--- src/rtl/softint_pkg.sv ---
// Package: shared types for the soft interrupt pending register.
// Assumes nothing beyond the users importing it.
package softint_pkg;
    // Software operation selected for the current cycle.
    typedef enum logic [1:0] {
        SW_NONE = 2'd0,
        SW_LOAD = 2'd1,
        SW_SET  = 2'd2,
        SW_CLR  = 2'd3
    } sw_op_e;
endpackage

--- src/rtl/softint_wr_decode.sv ---
// Module: softint_wr_decode
// Picks one software operation from the three write strobes.
// Assumes the strobes may overlap; load outranks set, set outranks clear.
module softint_wr_decode
    import softint_pkg::*;
(
    input  logic   wr_load,
    input  logic   wr_set,
    input  logic   wr_clr,
    output sw_op_e op
);
    // Fixed-priority selection of the winning strobe.
    always_comb begin
        if (wr_load)     op = SW_LOAD;
        else if (wr_set) op = SW_SET;
        else if (wr_clr) op = SW_CLR;
        else             op = SW_NONE;
    end
endmodule

--- src/rtl/softint_store.sv ---
// Module: softint_store
// Holds the pending word and applies the software operation, then the
// hardware timer-match sets, which win over any software clear.
// Assumes LEVELS >= 2; bit 0 and bit LEVELS-1 are the timer bits.
module softint_store
    import softint_pkg::*;
#(
    parameter int LEVELS = 17
) (
    input  logic              clk,
    input  logic              rst_n,
    input  sw_op_e            op,
    input  logic [LEVELS-1:0] data,
    input  logic              hw_lo_set,
    input  logic              hw_hi_set,
    output logic [LEVELS-1:0] q
);
    localparam int TOP = LEVELS - 1;

    logic [LEVELS-1:0] nxt;

    // Next-state word: software op first, then hardware sets on top.
    always_comb begin
        unique case (op)
            SW_LOAD: nxt = data;
            SW_SET:  nxt = q | data;
            SW_CLR:  nxt = q & ~data;
            default: nxt = q;
        endcase
        if (hw_lo_set) nxt[0]   = 1'b1;
        if (hw_hi_set) nxt[TOP] = 1'b1;
    end

    // Storage register with synchronous active-low reset.
    always_ff @(posedge clk) begin
        if (!rst_n) q <= '0;
        else        q <= nxt;
    end
endmodule

--- src/rtl/softint_req_filter.sv ---
// Module: softint_req_filter
// Turns the pending word into per-level requests against the live PIL.
// Middle levels need index > pil; the two timer levels need pil < GATE_LVL.
// Purely combinational; assumes pil is stable around the sampling edge.
module softint_req_filter #(
    parameter int LEVELS   = 17,
    parameter int PIL_W    = 4,
    parameter int GATE_LVL = 14
) (
    input  logic [LEVELS-1:0] q,
    input  logic [PIL_W-1:0]  pil,
    output logic [LEVELS-1:0] req
);
    localparam int TOP = LEVELS - 1;

    logic below_gate;

    // Shared threshold test for the timer levels.
    assign below_gate = (int'(pil) < GATE_LVL);

    for (genvar i = 0; i < LEVELS; i++) begin : g_lvl
        if (i == 0 || i == TOP) begin : g_timer
            // Timer level: fixed threshold only.
            assign req[i] = q[i] & below_gate;
        end else begin : g_mid
            // Middle level: strictly above the current level.
            assign req[i] = q[i] & (i > int'(pil));
        end
    end
endmodule

--- src/rtl/softint_pend.sv ---
// Module: softint_pend (top)
// Soft interrupt pending register with load/set/clear write strobes,
// timer-match hardware sets and PIL-filtered request outputs.
// Assumes DATA_W > LEVELS; upper read bits are zero.
module softint_pend
    import softint_pkg::*;
#(
    parameter int DATA_W   = 32,
    parameter int LEVELS   = 17,
    parameter int PIL_W    = 4,
    parameter int GATE_LVL = 14
) (
    input  logic              clk,
    input  logic              rst_n,
    input  logic              wr_load,
    input  logic              wr_set,
    input  logic              wr_clr,
    input  logic [DATA_W-1:0] wr_data,
    input  logic              hw_tick_set,
    input  logic              hw_stick_set,
    input  logic [PIL_W-1:0]  pil,
    output logic [DATA_W-1:0] rd_data,
    output logic [LEVELS-1:0] irq_req
);
    localparam int PAD_W = DATA_W - LEVELS;

    sw_op_e            op;
    logic [LEVELS-1:0] word_q;

    softint_wr_decode u_dec (
        .wr_load (wr_load),
        .wr_set  (wr_set),
        .wr_clr  (wr_clr),
        .op      (op)
    );

    softint_store #(.LEVELS(LEVELS)) u_store (
        .clk       (clk),
        .rst_n     (rst_n),
        .op        (op),
        .data      (wr_data[LEVELS-1:0]),
        .hw_lo_set (hw_tick_set),
        .hw_hi_set (hw_stick_set),
        .q         (word_q)
    );

    softint_req_filter #(
        .LEVELS   (LEVELS),
        .PIL_W    (PIL_W),
        .GATE_LVL (GATE_LVL)
    ) u_filt (
        .q   (word_q),
        .pil (pil),
        .req (irq_req)
    );

    // Zero-extended read of the stored word.
    assign rd_data = {{PAD_W{1'b0}}, word_q};
endmodule

--- config.mk ---
export PLATFORM = sky130hd
export DESIGN_NAME = softint_pend
export DESIGN_NICKNAME = d
export VERILOG_FILES = /design/src/rtl/softint_pkg.sv /design/src/rtl/softint_wr_decode.sv /design/src/rtl/softint_store.sv /design/src/rtl/softint_req_filter.sv /design/src/rtl/softint_pend.sv
export SDC_FILE = /design/constraint.sdc
export NUM_CORES = 1
export LEC_CHECK = 0
export BUFFER_PORTS_ARGS = -buffer_cell sky130_fd_sc_hd__buf_2
export CAP_MARGIN = 20
export CORE_MARGIN = 2
export CORE_UTILIZATION = 35
export DETAILED_ROUTE_END_ITERATION = 8
export MAX_ROUTING_LAYER = met4
export PLACE_DENSITY = 0.75
export SLEW_MARGIN = 20
export SYNTH_ARGS = -nofsm -noshare
export SYNTH_HDL_FRONTEND = slang
export SYNTH_SLANG_ARGS = --single-unit
--- constraint.sdc ---
create_clock -name clk -period 1.4 [get_ports clk]
set_input_delay 0.14 -clock clk [delete_from_list [all_inputs] [get_ports clk]]
set_output_delay 0.14 -clock clk [all_outputs]
set_load 0.02 [all_outputs]
Word-level counts from Yosys, hierarchy flattened:

Index checks and enable logic that the tools add are counted.

* magnitude comparators: 16
* equality and inequality tests: 3
* muxes and demuxes: 6
* bitwise gates (word level): 20
* reduce and logical (&&, ||, !) cells: 3

Operator list (count)
* one-hot mux 17 bit (3 select lines): 1
* > comparator 4 bit, first input constant: 8
* AND 1 bit: 17
* AND 17 bit: 1
* NOT 17 bit: 1
* OR 17 bit: 1
* > comparator 3 x 4 -> 1 bit, first input constant: 4
* > comparator 2 x 4 -> 1 bit, first input constant: 2
* nonzero test 4 bit: 2
* 2-to-1 mux 2 bit: 3
* equality test 2 bit, second input constant: 2
* > comparator 1 x 4 -> 1 bit, first input constant: 1
* less-than comparator 4 bit, second input constant: 1
* nonzero test 3 bit: 1
* equality test 2 x 1 -> 1 bit, second input constant: 1
* 2-to-1 mux 1 bit: 2

* bits in registers: 17
* bits of input ports: 43
* output and inout port bits: 49
* logic and storage cells: 51

Logic depth before layout (Yosys ltp):

Gate-level depths: netlist (run 1).

* depth after elaboration: 6
* depth in mapped cells: 8
* mapped depth without buffers: 7

Hierarchy:

Synthesis (run 1) repeated with hierarchy kept, for this count alone.

* cells, all modules: 145
* area, all modules: 1146.1 µm²

By module, submodules not included
* softint_store: instances 1, cells each 94, area each 797.0 µm², sequential area each 340.3 µm²
* softint_req_filter: instances 1, cells each 31, area each 214.0 µm², sequential area each 0.0 µm²
* softint_pend: instances 1, cells each 16, area each 116.4 µm², sequential area each 0.0 µm²
* softint_wr_decode: instances 1, cells each 4, area each 18.8 µm², sequential area each 0.0 µm²

Worst setup path before layout (run 1):

Ideal clock, no wire load.

* path type: input-to-reg
* start: input wr_set
* end: register u_store.q[0]
* setup time: 0.122 ns
* arrival: 1.271 ns
* data required time: 1.278 ns
* setup slack: 0.007 ns
* stages: 8
* buffers on the path: 1
* path through: inv_1 > a21oi_1 > inv_1 > ha_1 > buf_6 > nor3_1 > a21oi_1 > o311a_1

* cells in the longest elaborated chain, start to end: 5
* elaborated cells on any way between the ends: 8
* classes of those cells: 3 x eq/ne; 4 x mux; 1 x reduce/logical

Ends and longest elaborated chain
* start, declared: RTL line softint_pend.sv:16 `input logic wr_set,`
* 2-to-1 mux 2 bit *: RTL line softint_wr_decode.sv:15 `else if (wr_set) op = SW_SET;`
* 2-to-1 mux 2 bit *: RTL line softint_wr_decode.sv:14 `if (wr_load) op = SW_LOAD;`
* equality test 2 bit or equality test 2 x 1 -> 1 bit (tied branches): RTL line softint_store.sv:24 `unique case (op)`
* one-hot mux 17 bit (3 select lines): RTL line softint_store.sv:24
* 2-to-1 mux 1 bit: RTL line softint_store.sv:30 `if (hw_lo_set) nxt[0] = 1'b1;`
* end signal, assigned: RTL line softint_store.sv:37 `else q <= nxt;`
* end, declared: RTL line softint_store.sv:16 `output logic [LEVELS-1:0] q`

Every way passes the cells marked *; elsewhere a longest branch is shown, timed or not.
A chain may end at the register's enable or synchronous reset.

Worst setup path after layout (run 1):

* start: register u_store.q[7]
* end: output irq_req[7]

* cells in the longest elaborated chain, start to end: 1

Ends and longest elaborated chain
* AND 1 bit: RTL line softint_req_filter.sv:27 `assign req[i] = q[i] & (i > int'(pil));`
* end, declared: RTL line softint_pend.sv:23 `output logic [LEVELS-1:0] irq_req`

No other way between the ends.

==> results of run 1 <==
-- layout by cell type (no fill, tap or decap), types with 2 or more instances in the layout --
master,synthesis,layout
clkbuf_4,0,3
ha_1,3,3
nor3_1,2,2
inv_1,5,5
and2_1,7,7
dfxtp_1,17,17
nand2b_1,2,2
nor2b_1,16,16
buf_4,16,7
o21ai_0,16,16
buf_2,1,61
o311a_1,2,2
nor2_1,5,5
conb_1,1,15
a211o_1,2,2
o21a_1,2,2
nand2_1,2,2
a21oi_1,18,18
xnor2_1,15,15
and3_1,2,2
-- cell type report --
type / count / area, µm² / share of cell area [%]
Clock buffer: 4 / 26.3 / 1.71
Inverter: 5 / 18.8 / 1.22
Multi-Input combinational cell: 117 / 717 / 46.6
Sequential cell: 17 / 340 / 22.1
Tap cell: 46 / 57.6 / 3.74
Timing Repair Buffer: 69 / 378 / 24.6
-- repair_timing --
item,4_1_cts,5_1_grt
endpoints found under the setup margin,0,1
buffers inserted,0,0
hold endpoints to repair,0,0
resized for setup,0,1
-- per-stage QoR --
stage | setup slack [ns] | util (%)
after floorplan | 0.00735 | -
after global placement | -0.113 | 45.9
after detailed placement | -0.133 | 45.9
after CTS | 0.0900 | 46.7
after global routing | 0.0399 | 46.8
final | 0.105 | 46.8
-- path summary, 6_finish.rpt --
check	startpoint	endpoint	slack [ns]	depth (start not counted)
worst max-delay path	u_store.q[7]	irq_req[7]	0.10	3
worst min-delay path	hw_stick_set	u_store.q[16]	0.1	2
worst max register to register	u_store.q[0]	u_store.q[0]	0.58	2
worst min register to register	u_store.q[10]	u_store.q[10]	0.54	2
-- metal layers --
metal / vias up / part of all wire [%] / track usage [%]
li1: 596 / - / -
met1: 550 / 45 / 20.9
met2: 43 / 49 / 26.3
met3: 2 / 4.8 / 1.86
met4: 0 / 1.0 / 6.99
met5: - / 0 / -
-- kinds of logic (layout without fill, tap and decap cells) --
| kind of cell | count (synthesis) | count (layout) |
|---|---|---|
| simple gates | 39 | 39 |
| fa+ha+maj | 3 | 3 |
| xor+xnor | 15 | 15 |
| other cells | 1 | 15 |
| compound gates | 45 | 45 |
| buf+inv | 28 | 78 |
| flops | 17 | 17 |
-- power groups by stage --
stage	registers, mW	logic (mW)	clock network, mW
global placement	0.568	0.489	0
finish	0.557	0.494	0.279
global route	0.564	0.548	0.301
detailed placement	0.568	0.496	0
CTS	0.558	0.497	0.287
floorplan	0.616	0.304	0
-- worst reg2reg max path, cell delays in order, from the launching register on --
cell and delay [ns]:
dfxtp_1 0.34, a211o_1 0.26, o311a_1 0.12
==> flow_summary_export.csv, run 1 <==
group,metric,value,unit
power_and_ir_drop,seqPwrFrac,41.9,%
routing,drc,0,
timing,period_minus_slack,1.30,ns
timing,fin_setup_tns,0,ns
floorplanning,num_io_pins,92,
cells_and_area,final_layout_size_suffix_gt1_share,34.4,%
worst_setup_path,worst-endpoint-arrival,1.16,ns
global_route,grt_pass1_vias,1037,
synthesis,synthesis.yosys.warnings,0,
synthesis,synth_area_leader_cell,"dfxtp_1",
cells_and_area,largest_reg_flops,17,
power_and_ir_drop,netSwitchingFraction,37.1,%
worst_setup_path,timing.critical_path.to_type,"primary output",
global_route,grt_start_max_net_pins,18,
cells_and_area,syn_to_final_growth,30.2,%
timing,report.final.hold_viol_count,0,
placement,place_congestion,0.761,
worst_setup_path,worst-endpoint-required,1.26,ns
synthesis,synth_fa_ha_area_share,3.18,%
synthesis,synthDominantCellAreaShare,28.8,%
synthesis,count_of_unique_library_cells_instantiated_by_yosys,29,
global_route,grt_first_pass_wirelength,4500,µm
synthesis,async_reset_ff_share,0,%
placement,hpwl,2360,µm
floorplanning,core_region_area,3280,µm²
routing,route.detailed.vias_per_inst,4.62,
floorplanning,start_util,36.0,%
cells_and_area,reg.largest.list,"u_store.q (17)",
synthesis,yosys-top-cells-count,"a21oi_1 (18), dfxtp_1 (17), buf_4 (16), nor2b_1 (16), o21ai_0 (16)",
worst_setup_path,path_delay_family,"flip-flops",
routing,drt-pass1-iter-count,4,
synthesis,yosys-mux-area-fraction,0,%
synthesis,yosys.area_share.simple,19.3,%
worst_setup_path,critical-path-slowest-cell,"dfxtp_1",
synthesis,main_combinational_cell_family_by_area_after_synthesis,"compound AO/OA/AOI/OAI gates",
clocking,htree_num_levels,1,
floorplanning,floorplan.die.width,62.1,µm
synthesis,synthMostInstantiatedCell,"a21oi_1",
flow_run,timing.max_cap.violations,0,
power_and_ir_drop,switchingPower,0.493,mW
worst_setup_path,worstPathMaxFanout,3,
worst_setup_path,startpoint_type,"flip-flop",
worst_setup_path,slowest_delay,0.36,ns
routing,wirelength,3010,µm
cells_and_area,antennaDiodeCount,0,
power_and_ir_drop,power.internal,0.837,mW
placement,dp.cells,254,
synthesis,synth_edf_count,0,
global_route,global_route.overflow_total,0,
routing,detailroute.via_count,1191,
synthesis,seq_area_frac_synth,28.8,%
power_and_ir_drop,clock_power_share,20.9,%
cells_and_area,fillCellCount,358,
global_route,grt_antenna_before_repair,0,
worst_setup_path,critPathBufInv,2,
power_and_ir_drop,power_density,865,nW/µm²
routing,routedWlPerCell,11.7,µm
synthesis,syn-mean-instance-area,7.98,µm²
synthesis,post_synth_inst_count,148,
cells_and_area,final_area,1540,µm²
min_path,hold_path.class,"in2reg",
power_and_ir_drop,cellLeakagePower,0.768,nW
power_and_ir_drop,share_comb_of_total_power,37.2,%
clocking,clk_latency,0.30,ns
timing,clock_skew,0,ns
clocking,clock_sinks,17,
clocking,ctsRootBufferMaster,"clkbuf_4",
clocking,post_cts_hold_buffer_count,0,
worst_setup_path,cp_cell_sequence,"inv_1 > a311oi_1 > buf_2",
worst_setup_path,critical_path_class,"reg2out",
cells_and_area,nNetsFinal,259,
routing,first_iter_violations,21,
timing,max_freq,772,MHz
status,run_status,"complete, no violations",
synthesis,synth_xor_xnor_area_share,11.1,%
power_and_ir_drop,peakVddDrop,0.404,mV
clocking,number_of_buffers_created_by_cts,3,
cells_and_area,stdcell_count,258,
clocking,cts.reportedPaths.clkPinSlew,0.11,ns
placement,io_buffers,61,
synthesis,postSynth.topFlopCell,"dfxtp_1",
synthesis,synth_compound_gate_area_share,21.9,%
synthesis,yosys_register_bits,17,
timing,slew_viol_final,0,
clocking,max-clock-path-buffers,2,
placement,detailed_place.area,1510,µm²
timing,timing.hold.ws,0.0993,ns
routing,drtAntennaViolNets,0,
global_route,gr-usage-all-layers,16.5,%
power_and_ir_drop,post-layout-total-power,1.33,mW
floorplanning,die_h,62.1,µm
synthesis,synth.area.top_cells,"dfxtp_1 (29%), xnor2_1 (11%), buf_4 (10%)",
floorplanning,design.die.area,3860,µm²
synthesis,post_synth_instance_area,1180,µm²
floorplanning,floorplan.rows,21,
cells_and_area,register_with_the_highest_flop_count,"u_store.q",
timing,setup_violations,0,
clocking,cts_tree,"built",
timing,rsz0062_at_grt,"false",
timing,fin_crit_sh,92.5,%
Power figures use the tool's default switching activity.
==> inputs of run 2 (changes only) <==
- REMOVE_ABC_BUFFERS: default -> 1
- SLEW_MARGIN: 20 -> default
==> run 2 against run 1 <==
  * Core utilization down 0.76 points
  * Sequential share of layout area up 0.37 points
  * Via count down 2.4%
  * First-iteration DRC count up 86%
  * Largest cell class unchanged
  * Non-clock buffer count down 1
  * Critical endpoint is now irq_req[2]
  * Die area unchanged
  * Setup slack better by 0.033 ns
==> flow_summary_export.csv, run 2 (synthesized netlist as in run 1, its figures left out) <==
group,metric,value,unit
timing,rsz0062_at_grt,"false",
placement,detailed_place.area,1490,µm²
power_and_ir_drop,netSwitchingFraction,36.1,%
timing,slew_viol_final,0,
min_path,hold_path.class,"in2reg",
timing,setup_violations,0,
power_and_ir_drop,peakVddDrop,0.210,mV
routing,drtAntennaViolNets,0,
status,run_status,"complete, no violations",
worst_setup_path,worst-endpoint-arrival,1.12,ns
power_and_ir_drop,seqPwrFrac,42.8,%
power_and_ir_drop,power_density,857,nW/µm²
clocking,clk_latency,0.29,ns
timing,clock_skew,0,ns
clocking,cts-resized-gates,0,
clocking,max-clock-path-buffers,2,
global_route,grt_first_pass_wirelength,4330,µm
cells_and_area,antennaDiodeCount,0,
placement,hpwl,2200,µm
timing,report.final.hold_viol_count,0,
clocking,htree_num_levels,1,
timing,max_freq,792,MHz
flow_run,timing.max_cap.violations,0,
timing,period_minus_slack,1.26,ns
timing,setup_slack,0.138,ns
clocking,cts_tree,"built",
floorplanning,design.die.area,3860,µm²
global_route,grt_antenna_before_repair,0,
timing,fin_setup_tns,0,ns
routing,detailroute.via_count,1162,
clocking,post_cts_hold_buffer_count,0,
placement,preCtsSetupSlack,-0.0791,ns
worst_setup_path,cp-endpoint,"irq_req[2]",
worst_setup_path,worst-endpoint-required,1.26,ns
floorplanning,core_region_area,3280,µm²
clocking,clock_sinks,17,
routing,first_iter_violations,39,
global_route,grt_pass1_vias,1016,
power_and_ir_drop,clock_power_share,20.2,%
power_and_ir_drop,cellLeakagePower,0.759,nW
cells_and_area,syn_to_final_growth,28.1,%
placement,place_congestion,0.807,
power_and_ir_drop,switchingPower,0.468,mW
cells_and_area,commonest_cells_after_routing_fill_and_taps_aside,"buf_2 (61), a21oi_1 (18), dfxtp_1 (17), o21ai_0 (16), nor2b_1 (16)",
worst_setup_path,timing.reg2reg.setup_slack,0.59,ns
power_and_ir_drop,share_comb_of_total_power,37.0,%
cells_and_area,largest_reg_flops,17,
timing,timing.hold.ws,0.109,ns
placement,io_buffers,61,
floorplanning,floorplan.rows,21,
routing,drc,0,
routing,route.detailed.vias_per_inst,4.52,
global_route,grt_start_max_net_pins,18,
worst_setup_path,worstPathMaxFanout,3,
cells_and_area,nNetsFinal,258,
clocking,postCtsSetupBuffers,0,
cells_and_area,final_layout_size_suffix_gt1_share,33.6,%
cells_and_area,mostFrequentLayoutCell,"buf_2",
floorplanning,die_h,62.1,µm
worst_setup_path,startpoint_type,"flip-flop",
cells_and_area,final_area,1510,µm²
routing,wirelength,2720,µm
worst_setup_path,critical_path_class,"reg2out",
cells_and_area,finish.utilization,46.1,%
min_path,hold_path.startpoint,"hw_stick_set",
worst_setup_path,timing.critical_path.to_type,"primary output",
routing,drt-pass1-iter-count,4,
routing,routedWlPerCell,10.6,µm
worst_setup_path,reg2reg_depth,2,
floorplanning,num_io_pins,92,
worst_setup_path,worst_r2r_startpoint,"u_store.q[0]",
floorplanning,start_util,36.0,%
clocking,number_of_buffers_created_by_cts,3,
cells_and_area,register_with_the_highest_flop_count,"u_store.q",
worst_setup_path,worst_r2r_endpoint,"u_store.q[0]",
floorplanning,floorplan.die.width,62.1,µm
clocking,ctsRootBufferMaster,"clkbuf_4",
global_route,gr-usage-all-layers,15.1,%
timing,fin_crit_sh,90.2,%
worst_setup_path,cp-startpoint,"u_store.q[2]",
clocking,cts.reportedPaths.clkPinSlew,0.10,ns
power_and_ir_drop,power.internal,0.829,mW
cells_and_area,reg.largest.list,"u_store.q (17)",
global_route,global_route.overflow_total,0,
==> run 2: cell types whose count changed in the layout (fill, tap and decap cells not counted), sizes merged <==
cell,before,now
buf,69,68
==> run 2: worst min-delay path by stage <==
stage                                to  cells after the start
final                     u_store.q[16]                      2
after global routing      u_store.q[16]                      2
after CTS                 u_store.q[16]                      2
after detailed placement  u_store.q[16]                      2
after global placement    u_store.q[16]                      2
after floorplan            u_store.q[0]                      1
==> run 2: cell type report <==
| cell class | instances | area [µm²] |
|---|---|---|
| Sequential cell | 17 | 340 |
| Timing Repair Buffer | 68 | 358 |
| Tap cell | 46 | 57.6 |
| Clock buffer | 4 | 26.3 |
| Fill cell | 348 | 1770 |
| Multi-Input combinational cell | 117 | 712 |
| Inverter | 5 | 18.8 |
==> run 2: power by group through the flow <==
stage | Sequential (mW) | Clock [mW] | Combinational (mW)
2_1_floorplan | 0.616 | 0 | 0.247
3_3_place_gp | 0.567 | 0 | 0.476
3_5_place_dp | 0.567 | 0 | 0.483
4_1_cts | 0.556 | 0.282 | 0.484
5_1_grt | 0.563 | 0.296 | 0.540
6_report | 0.555 | 0.262 | 0.480
==> run 2: critical path, cell delays in order, from the launching register on <==
cell and delay [ns]:
dfxtp_1 0.36, nor4b_1 0.25, buf_2 0.23
==> run 2: per-stage QoR <==
stage / total power [mW] / std cells
after floorplan: 0.864 / 139
after global placement: 1.04 / 253
after detailed placement: 1.05 / 253
after CTS: 1.32 / 257
after global routing: 1.40 / 257
final: 1.30 / 257
==> run 2: metal layers <==
| metal | up-vias | track usage [%] | share of wire, % |
|---|---|---|---|
| li1 | 595 | - | - |
| met5 | - | - | 0 |
| met2 | 48 | 24.6 | 47 |
| met3 | 2 | 2.07 | 7.0 |
| met1 | 517 | 19.4 | 45 |
| met4 | 0 | 4.56 | 0.74 |
